**src/rtl/ddr_init_pkg.sv**
```systemverilog
package ddr_init_pkg;

  typedef enum logic [1:0] {
    CMD_NOP = 2'd0,
    CMD_PRE = 2'd1,
    CMD_MRS = 2'd2,
    CMD_REF = 2'd3
  } cmd_e;

  typedef enum logic [2:0] {
    S_NOP, S_PRE_A, S_MRL_A, S_MRL_B, S_PRE_B, S_REF, S_MRS
  } step_e;

  typedef enum logic [2:0] {
    ST_IDLE, ST_PWR, ST_CMD, ST_WAIT, ST_DONE
  } state_e;

  localparam int OFS_W   = 17;
  localparam int BYTE_SH = 3;   // byte lanes of a 64-bit bus
  localparam int RANK_SH = 25;  // 32 MiB granule

  localparam logic [OFS_W-1:0] OFS_QUIET = 17'h1F000;
  localparam logic [OFS_W-1:0] OFS_PRE_B = 17'h1F200;
  localparam logic [OFS_W-1:0] OFS_REF   = 17'h1F300;
  localparam logic [OFS_W-1:0] OFS_MRL_A = 17'h02000;
  localparam logic [OFS_W-1:0] OFS_MRL_B = 17'h00800;

  function automatic logic [2:0] cl_field(input logic [1:0] code);
    case (code)
      2'b01:   return 3'b010;  // CL2
      2'b10:   return 3'b110;  // CL2.5
      default: return 3'b011;  // CL3
    endcase
  endfunction

  function automatic step_e next_step(input step_e s);
    case (s)
      S_NOP:   return S_PRE_A;
      S_PRE_A: return S_MRL_A;
      S_MRL_A: return S_MRL_B;
      S_MRL_B: return S_PRE_B;
      S_PRE_B: return S_REF;
      default: return S_MRS;
    endcase
  endfunction

endpackage

```
**src/rtl/ddr_us_timer.sv**
```systemverilog
module ddr_us_timer #(
  parameter int CNT_W = 8
) (
  input  logic             clk_i,
  input  logic             rst_ni,
  input  logic             load_i,
  input  logic [CNT_W-1:0] load_val_i,
  input  logic             tick_i,
  output logic             expire_o
);

  logic [CNT_W-1:0] cnt_q;

  always_ff @(posedge clk_i or negedge rst_ni) begin
    if (!rst_ni)                     cnt_q <= '0;
    else if (load_i)                 cnt_q <= load_val_i;
    else if (tick_i && cnt_q != '0)  cnt_q <= cnt_q - CNT_W'(1);
  end

  // zero-length wait expires at once; otherwise on the last tick
  assign expire_o = !load_i && ((cnt_q == '0) || (tick_i && cnt_q == CNT_W'(1)));

endmodule

```
**src/rtl/ddr_mode_addr.sv**
```systemverilog
module ddr_mode_addr
  import ddr_init_pkg::*;
(
  input  logic [1:0]       cas_code_i,
  input  logic             bl8_i,
  output logic [OFS_W-1:0] ofs_o
);

  logic [2:0] bl_f;

  assign bl_f  = bl8_i ? 3'b011 : 3'b010;
  // [9:7] CL, [6] burst type, [5:3] BL, [2:0] byte lane
  assign ofs_o = {{(OFS_W-10){1'b0}}, cl_field(cas_code_i), 1'b1, bl_f, 3'b000};

endmodule

```
**src/rtl/ddr_rank_base.sv**
```systemverilog
module ddr_rank_base
  import ddr_init_pkg::*;
#(
  parameter int MAX_RANKS = 2,
  parameter int SIZE_W    = 8,
  parameter int IDX_W     = 1,
  parameter int ADDR_W    = SIZE_W + RANK_SH
) (
  input  logic [IDX_W-1:0]                rank_i,
  input  logic [(MAX_RANKS-1)*SIZE_W-1:0] rank_end_i,
  output logic [ADDR_W-1:0]               base_o
);

  logic [ADDR_W-1:0] base_tbl [MAX_RANKS];

  assign base_tbl[0] = '0;

  for (genvar r = 1; r < MAX_RANKS; r++) begin : g_base
    assign base_tbl[r] = ADDR_W'(rank_end_i[(r-1)*SIZE_W +: SIZE_W]) << RANK_SH;
  end

  always_comb begin
    base_o = '0;
    for (int r = 0; r < MAX_RANKS; r++) begin
      if (int'(rank_i) == r) base_o = base_tbl[r];
    end
  end

endmodule

```
**src/rtl/ddr_init_seq.sv**
```systemverilog
module ddr_init_seq
  import ddr_init_pkg::*;
#(
  parameter int MAX_RANKS = 2,
  parameter int SIZE_W    = 8,
  parameter int INIT_US   = 200,
  parameter int MRS_US    = 1,
  parameter int REF_US    = 100,
  parameter int REF_CNT   = 8,
  localparam int RANK_W   = $clog2(MAX_RANKS + 1),
  localparam int ADDR_W   = SIZE_W + RANK_SH,
  localparam int WORD_W   = OFS_W - BYTE_SH
) (
  input  logic                            clk_i,
  input  logic                            rst_ni,
  input  logic                            start_i,
  input  logic                            us_tick_i,
  input  logic [RANK_W-1:0]               num_ranks_i,
  input  logic [1:0]                      cas_code_i,
  input  logic                            bl8_i,
  input  logic [(MAX_RANKS-1)*SIZE_W-1:0] rank_end_i,
  output logic                            cmd_vld_o,
  output logic [1:0]                      cmd_o,
  output logic [ADDR_W-1:0]               addr_o,
  output logic [WORD_W-1:0]               mr_o,
  output logic                            done_o
);

  localparam int IDX_W  = (MAX_RANKS > 1) ? $clog2(MAX_RANKS) : 1;
  localparam int MAX_US = (INIT_US > REF_US) ? ((INIT_US > MRS_US) ? INIT_US : MRS_US)
                                             : ((REF_US > MRS_US) ? REF_US : MRS_US);
  localparam int CNT_W  = $clog2(MAX_US + 1);
  localparam int REFI_W = (REF_CNT > 1) ? $clog2(REF_CNT) : 1;

  state_e                          state_q;
  step_e                           step_q;
  logic [IDX_W-1:0]                rank_q, last_q;
  logic [REFI_W-1:0]               ref_q;
  logic [1:0]                      cas_q;
  logic                            bl8_q;
  logic [(MAX_RANKS-1)*SIZE_W-1:0] end_q;

  logic              start_ok, t_load, t_expire;
  logic [CNT_W-1:0]  t_val;
  logic [OFS_W-1:0]  mode_ofs, step_ofs;
  logic [ADDR_W-1:0] rank_base;
  logic [IDX_W-1:0]  last_d;

  assign start_ok = start_i && (state_q == ST_IDLE || state_q == ST_DONE);

  always_comb begin
    if (num_ranks_i == '0)                  last_d = '0;
    else if (int'(num_ranks_i) > MAX_RANKS) last_d = IDX_W'(MAX_RANKS - 1);
    else                                    last_d = IDX_W'(num_ranks_i - RANK_W'(1));
  end

  function automatic logic [CNT_W-1:0] wait_of(input step_e s);
    case (s)
      S_MRL_A, S_MRL_B: return CNT_W'(MRS_US);
      S_REF:            return CNT_W'(REF_US);
      default:          return '0;
    endcase
  endfunction

  assign t_load = start_ok || (state_q == ST_CMD);
  assign t_val  = start_ok ? CNT_W'(INIT_US) : wait_of(step_q);

  ddr_us_timer #(.CNT_W(CNT_W)) i_timer (
    .clk_i      (clk_i),
    .rst_ni     (rst_ni),
    .load_i     (t_load),
    .load_val_i (t_val),
    .tick_i     (us_tick_i),
    .expire_o   (t_expire)
  );

  ddr_mode_addr i_mode (
    .cas_code_i (cas_q),
    .bl8_i      (bl8_q),
    .ofs_o      (mode_ofs)
  );

  ddr_rank_base #(
    .MAX_RANKS (MAX_RANKS),
    .SIZE_W    (SIZE_W),
    .IDX_W     (IDX_W),
    .ADDR_W    (ADDR_W)
  ) i_base (
    .rank_i     (rank_q),
    .rank_end_i (end_q),
    .base_o     (rank_base)
  );

  always_ff @(posedge clk_i or negedge rst_ni) begin
    if (!rst_ni) begin
      state_q <= ST_IDLE;
      step_q  <= S_NOP;
      rank_q  <= '0;
      last_q  <= '0;
      ref_q   <= '0;
      cas_q   <= '0;
      bl8_q   <= 1'b0;
      end_q   <= '0;
    end else begin
      case (state_q)
        ST_IDLE, ST_DONE: begin
          if (start_ok) begin
            state_q <= ST_PWR;
            step_q  <= S_NOP;
            rank_q  <= '0;
            ref_q   <= '0;
            last_q  <= last_d;
            cas_q   <= cas_code_i;
            bl8_q   <= bl8_i;
            end_q   <= rank_end_i;
          end
        end
        ST_PWR:  if (t_expire) state_q <= ST_CMD;
        ST_CMD:  state_q <= ST_WAIT;
        ST_WAIT: begin
          if (t_expire) begin
            if (step_q == S_MRS) begin
              if (rank_q == last_q) begin
                state_q <= ST_DONE;
              end else begin
                rank_q  <= rank_q + IDX_W'(1);
                step_q  <= S_NOP;
                state_q <= ST_CMD;
              end
            end else if (step_q == S_REF && ref_q != REFI_W'(REF_CNT - 1)) begin
              ref_q   <= ref_q + REFI_W'(1);
              state_q <= ST_CMD;
            end else begin
              step_q  <= next_step(step_q);
              ref_q   <= '0;
              state_q <= ST_CMD;
            end
          end
        end
        default: state_q <= ST_IDLE;
      endcase
    end
  end

  always_comb begin
    case (step_q)
      S_NOP, S_PRE_A: step_ofs = OFS_QUIET;
      S_MRL_A:        step_ofs = OFS_MRL_A;
      S_MRL_B:        step_ofs = OFS_MRL_B;
      S_PRE_B:        step_ofs = OFS_PRE_B;
      S_REF:          step_ofs = OFS_REF;
      default:        step_ofs = mode_ofs;
    endcase
  end

  cmd_e step_cmd;
  always_comb begin
    case (step_q)
      S_NOP:            step_cmd = CMD_NOP;
      S_PRE_A, S_PRE_B: step_cmd = CMD_PRE;
      S_REF:            step_cmd = CMD_REF;
      default:          step_cmd = CMD_MRS;
    endcase
  end

  assign cmd_vld_o = (state_q == ST_CMD);
  assign cmd_o     = cmd_vld_o ? step_cmd : CMD_NOP;
  assign addr_o    = cmd_vld_o ? rank_base + ADDR_W'(step_ofs) : '0;
  assign mr_o      = cmd_vld_o ? step_ofs[OFS_W-1:BYTE_SH] : '0;
  assign done_o    = (state_q == ST_DONE);

endmodule

```
**config.mk**
```make
export PLATFORM = sky130hd
export DESIGN_NAME = ddr_init_seq
export DESIGN_NICKNAME = d
export VERILOG_FILES = /design/src/rtl/ddr_init_pkg.sv /design/src/rtl/ddr_us_timer.sv /design/src/rtl/ddr_mode_addr.sv /design/src/rtl/ddr_rank_base.sv /design/src/rtl/ddr_init_seq.sv
export SDC_FILE = /design/constraint.sdc
export NUM_CORES = 1
export LEC_CHECK = 0
export ABC_AREA = 1
export BUFFER_PORTS_ARGS = -buffer_cell sky130_fd_sc_hd__buf_4
export CAP_MARGIN = 20
export CORE_MARGIN = 2
export CORE_UTILIZATION = 30
export CTS_CLUSTER_DIAMETER = 50
export DETAILED_ROUTE_END_ITERATION = 8
export PLACE_DENSITY_LB_ADDON = 0.2
export SYNTH_ARGS = -nofsm -noshare
export SYNTH_HDL_FRONTEND = slang
export SYNTH_SLANG_ARGS = --single-unit
```
**constraint.sdc**
```tcl
create_clock -name clk_i -period 2.84 [get_ports clk_i]
set_clock_uncertainty 0.05 [all_clocks]
set_input_delay 0.142 -clock clk_i [delete_from_list [all_inputs] [get_ports clk_i]]
set_output_delay 0.142 -clock clk_i [all_outputs]
set_load 0.01 [all_outputs]
```
Word level (Yosys, flattened, before mapping)
Index checks and enable logic that the tools add are counted.

word-level totals
  output and inout bits = 51
  flip-flop bits (word level) = 30
  word-level logic and storage cells = 99
  input bits = 17

operators by class
  mux-type cells = 36
  $add $sub $neg = 5
  $lt $le $gt $ge = 1
  reduce and logical (&&, ||, !) cells = 25
  equality and inequality tests = 23

operators with widths
  cell                   number
  $pmux W17 S5           1
  $mux W33               2
  $mux W3                13
  $add A33 B17 Y33       1
  $mux W8                3
  $pmux W3 S2            3
  $pmux W3 S5            1
  $mux W14               1
  $pmux W7 S2            1
  $eq A3 B2 Y1 const B   4
  $eq A3 B3 Y1 const B   4
  $pmux W3 S4            1
  $reduce_and A5 Y1      2
  $ne A3 B3 Y1 const B   3
  $eq A8 B1 Y1 const B   1
  $logic_not A8 Y1       1
  $ne A2 B2 Y1 const B   4
  $reduce_bool A8 Y1     1
  $reduce_or A2 Y1       4
  $sub A8 B1 Y8 const B  1
  $mux W1                7
  $eq A3 B1 Y1 const B   2
  $logic_not A3 Y1       2
  $pmux W2 S3            1
  18 further kinds       26

Logic depth before layout (Yosys ltp)
  depth after elaboration = 8
  depth in mapped cells = 9
  gate-level depth less buffers = 9

Modules after synthesis
From an unflattened synthesis, not the netlist that was laid out.

unflattened totals
  cell total of the unflattened synthesis = 739
  area, all modules = 4,262.8 µm²

by module, submodules not included
  module         area each (µm²)  seq. area each (µm²)  times used  cells each
  ddr_init_seq   3,229.3          550.5                 1           576
  ddr_us_timer   640.6            200.2                 1           101
  ddr_rank_base  256.5            0.0                   1           43
  ddr_mode_addr  136.4            0.0                   1           19

Worst setup path before layout
Ideal clock, no wire load.

  kind = reg2out
  from = reg state_q[2]
  to = out cmd_o[0]
  required time = 2,648 ps
  slack = 1,183 ps
  arrival = 1,465 ps
  stages on the path, launching flop included = 6
  path buffers = 1
  cells stage by stage = dfrtp_1 -> inv_2 -> nand3_2 -> buf_2 -> nor2_1 -> o21a_1

between the ends
  cells in the longest elaborated chain, start to end = 2

ends and longest elaborated chain
  what                    line                 text
  start, declared         ddr_init_seq.sv:35   state_e state_q;
  start signal, assigned  ddr_init_seq.sv:96   state_q <= ST_IDLE;
  start signal, assigned  ddr_init_seq.sv:108  state_q <= ST_PWR;
  start signal, assigned  ddr_init_seq.sv:118  ST_PWR: if (t_expire) state_q <= ST_CMD;
  $eq A3 B2 Y1            ddr_init_seq.sv:166  assign cmd_vld_o = (state_q == ST_CMD);
  $mux W2                 ddr_init_seq.sv:167  assign cmd_o = cmd_vld_o ? step_cmd : CMD_NOP;
  end, declared           ddr_init_seq.sv:23   output logic [1:0] cmd_o,

No other way between the ends.

Worst setup path in the final report
Ends and elaborated chain as after synthesis.

==> impl_metrics.tcl <==
set metrics [dict create \
    critPathSlowestCell "dfrtp_1" \
    period_share 0.664 \
    pin_count 68 \
    die_y_um 87.5 \
    hpwl_mm 3.57 \
    rr_worst_depth 7 \
    via_count 1813 \
    antenna_found_initial 0 \
    path_max_fanout 9 \
    synth-edff-count 0 \
    yosys_warnings 0 \
    dp_cells 389 \
    synth_area_leaders "dfrtp_1 (36%), nand2_1 (15%), buf_4 (12%)" \
    critical_path_arrival_ps 1690 \
    fmax_ghz 0.531 \
    setup-tns-final_ps 0 \
    drv_cap 0 \
    outcome "complete, no violations" \
    hold_path_depth 3 \
    core-area_mm2 0.00676 \
    post_cts_resized 0 \
    sequentialPowerShare 0.330 \
    max_slew.worst_pin.slew_ps 629 \
    swShare 0.451 \
    drt-total-wl_mm 4.69 \
    worst_setup_path_start_kind "register" \
    gp_congestion 0.750 \
    root_buffer "clkbuf_8" \
    finalHoldWorstSlack_ps 11.9 \
    drv_slew 0 \
    cts_num_sinks 30 \
    cp.required_ps 2650 \
    endpoint_kind "primary output" \
    r2r-start "state_q[1]" \
    dieArea_mm2 0.00765 \
    r2r_end "i_timer.cnt_q[5]" \
    viasPerCell 4.49 \
    critPathMaxStageDelay_ps 440 \
    ant_nets 0 \
    power.total_mw 2.24 \
    htreeDepth 2 \
    stdcell_count 404 \
    post_cts_buffers 0 \
    hold_viol_final 0 \
    clockBufferDepth 2 \
    synthFlopType "dfrtp_1" \
    place_area_mm2 0.00236 \
    grt_start_max_net_pins 31 \
    synth_seq_cells 30 \
    start_util 0.309 \
    combinationalPowerShare 0.510 \
    grt_pass1_vias 1721 \
    yosysSeqAreaShare 0.359 \
    clock_latency_ps 280 \
    multi_input_area_mm2 0.00101 \
    rsz0062_at_grt "no" \
    die_x_um 87.5 \
    utilization 0.373 \
    fill_cells 709 \
    finish.instance_area_mm2 0.00252 \
    p_int_mw 1.23 \
    drc_errors 0 \
    synth_top_area_cell "dfrtp_1" \
    netlist.area_leader.share 0.359 \
    rows 30 \
    track_usage 0.130 \
    postSynthCellCount 282 \
    register_area_um2 751 \
    layout_commonest_cell "nand2_1" \
    grt_pass1_wl_mm 7.89 \
    cts_tree "yes" \
    drtIter0Drc 57 \
    final_cell_mix "nand2_1 (82), buf_4 (52), dfrtp_1 (30)" \
    syn_to_final_growth_pct 20.5 \
    wl_per_cell_um 11.6 \
    synth_cell_types 35 \
    grt-ovfl-total 0 \
    portBuffers 51 \
    num_antenna_cells 0 \
    p_sw_mw 1.01 \
    clock_power_share 0.159 \
    power_leakage_nw 1.32 \
    crit_start "state_q[2]" \
    p_per_area_mw_per_mm2 889 \
    final.setup.worst_slack_ps 955 \
    drive_above_1_share 0.247 \
    cts_buffers 5 \
    clk_pin_slew_ps 60 \
    slew_headroom 0.581 \
    synth_area_mm2 0.00209 \
    setup_viol 0 \
    finalNetCount 346 \
    critical_path_class "register to primary output" \
    r2r_slack_ps 990 \
    async_reset_ff_frac 1.00 \
    drt-pass1-iter-count 4 \
    ir_drop_mv 0.314 \
    holdPathEnd "end_q[2]" \
    syn_avg_cell_area_um2 7.41 \
    min-delay-start "rank_end_i[2]" \
    path_cells "inv_2 -> nand3_2 -> nor2_1 -> o21a_1 -> buf_4" \
    min_path_type "input port to register" \
    period_minus_slack_ps 1880 \
    preCtsSetupSlack_ps 945 \
]
flip-flops by register name, summed over array words and instances, names as in the netlist:
register and cells:
rank_q 1, state_q 3, i_timer.cnt_q 8, end_q 8
bl8_q 1, step_q 3, last_q 1, ref_q 3
cas_q 2
cells in the mapped netlist (2+ instances only):
master / number
a21oi_1: 7
buf_2: 5
buf_4: 33
dfrtp_1: 30
ha_1: 6
inv_1: 21
inv_2: 4
nand2_1: 82
nand2_2: 2
nand2_4: 4
nand3_1: 8
nand3_2: 2
nand4_1: 5
nor2_1: 24
nor2_2: 2
nor3_1: 8
o21a_1: 3
o21ai_0: 14
o21ai_1: 5
o21ai_2: 2
worst max-delay path by stage:
stage	slack, ps	endpoint	depth (start not counted)
finish	960	cmd_o[0]	5
global route	730	i_timer.cnt_q[3]	5
CTS	900	cmd_o[0]	5
detailed placement	950	i_timer.cnt_q[3]	5
global placement	960	i_timer.cnt_q[5]	7
floorplan	1180	cmd_o[0]	5
power by group through the flow:
| stage | Combinational, mW | Sequential, mW | Clock, mW |
|---|---|---|---|
| finish | 1.14 | 0.739 | 0.356 |
| global route | 1.31 | 0.761 | 0.384 |
| CTS | 1.16 | 0.740 | 0.366 |
| detailed placement | 1.15 | 0.746 | 0 |
| global placement | 1.14 | 0.744 | 0 |
| floorplan | 0.959 | 0.683 | 0 |
repair_timing:
item                                    4_1_cts  5_1_grt
endpoints found under the hold margin        36        0
endpoints found under the setup margin        0        0
hold buffers                                  7        0
critical path, delay by kind of cell, from the launching register on:
kind / cells / cell delay (ps)
AO/OA/AOI/OAI: 1 / 190
flip-flops: 1 / 440
AND/OR/NAND/NOR: 2 / 590
buffers and inverters: 2 / 200
per-layer routing:
metal	track usage	share of wire
met5	0	0
met3	0.0322	0.061
met4	0.0336	0.011
met1	0.171	0.47
met2	0.213	0.46
kinds of logic (layout without fill, tap and decap cells):
kind of cell,after synthesis,after routing,share of synthesized area
flops,30,30,0.359
fa+ha+maj,6,6,0.0359
other cells,1,15,0.00179
simple gates,143,143,0.317
xor+xnor,1,1,0.00419
compound gates,36,36,0.101
buf+inv,65,93,0.180
cell type report:
| type | instances | area share |
|---|---|---|
| Sequential cell | 30 | 0.298 |
| Clock inverter | 1 | 0.00199 |
| Tap cell | 80 | 0.0398 |
| Clock buffer | 7 | 0.0343 |
| Timing Repair Buffer | 59 | 0.183 |
| Multi-Input combinational cell | 201 | 0.403 |
| Inverter | 26 | 0.0398 |
(Power assumes the default switching activity.)
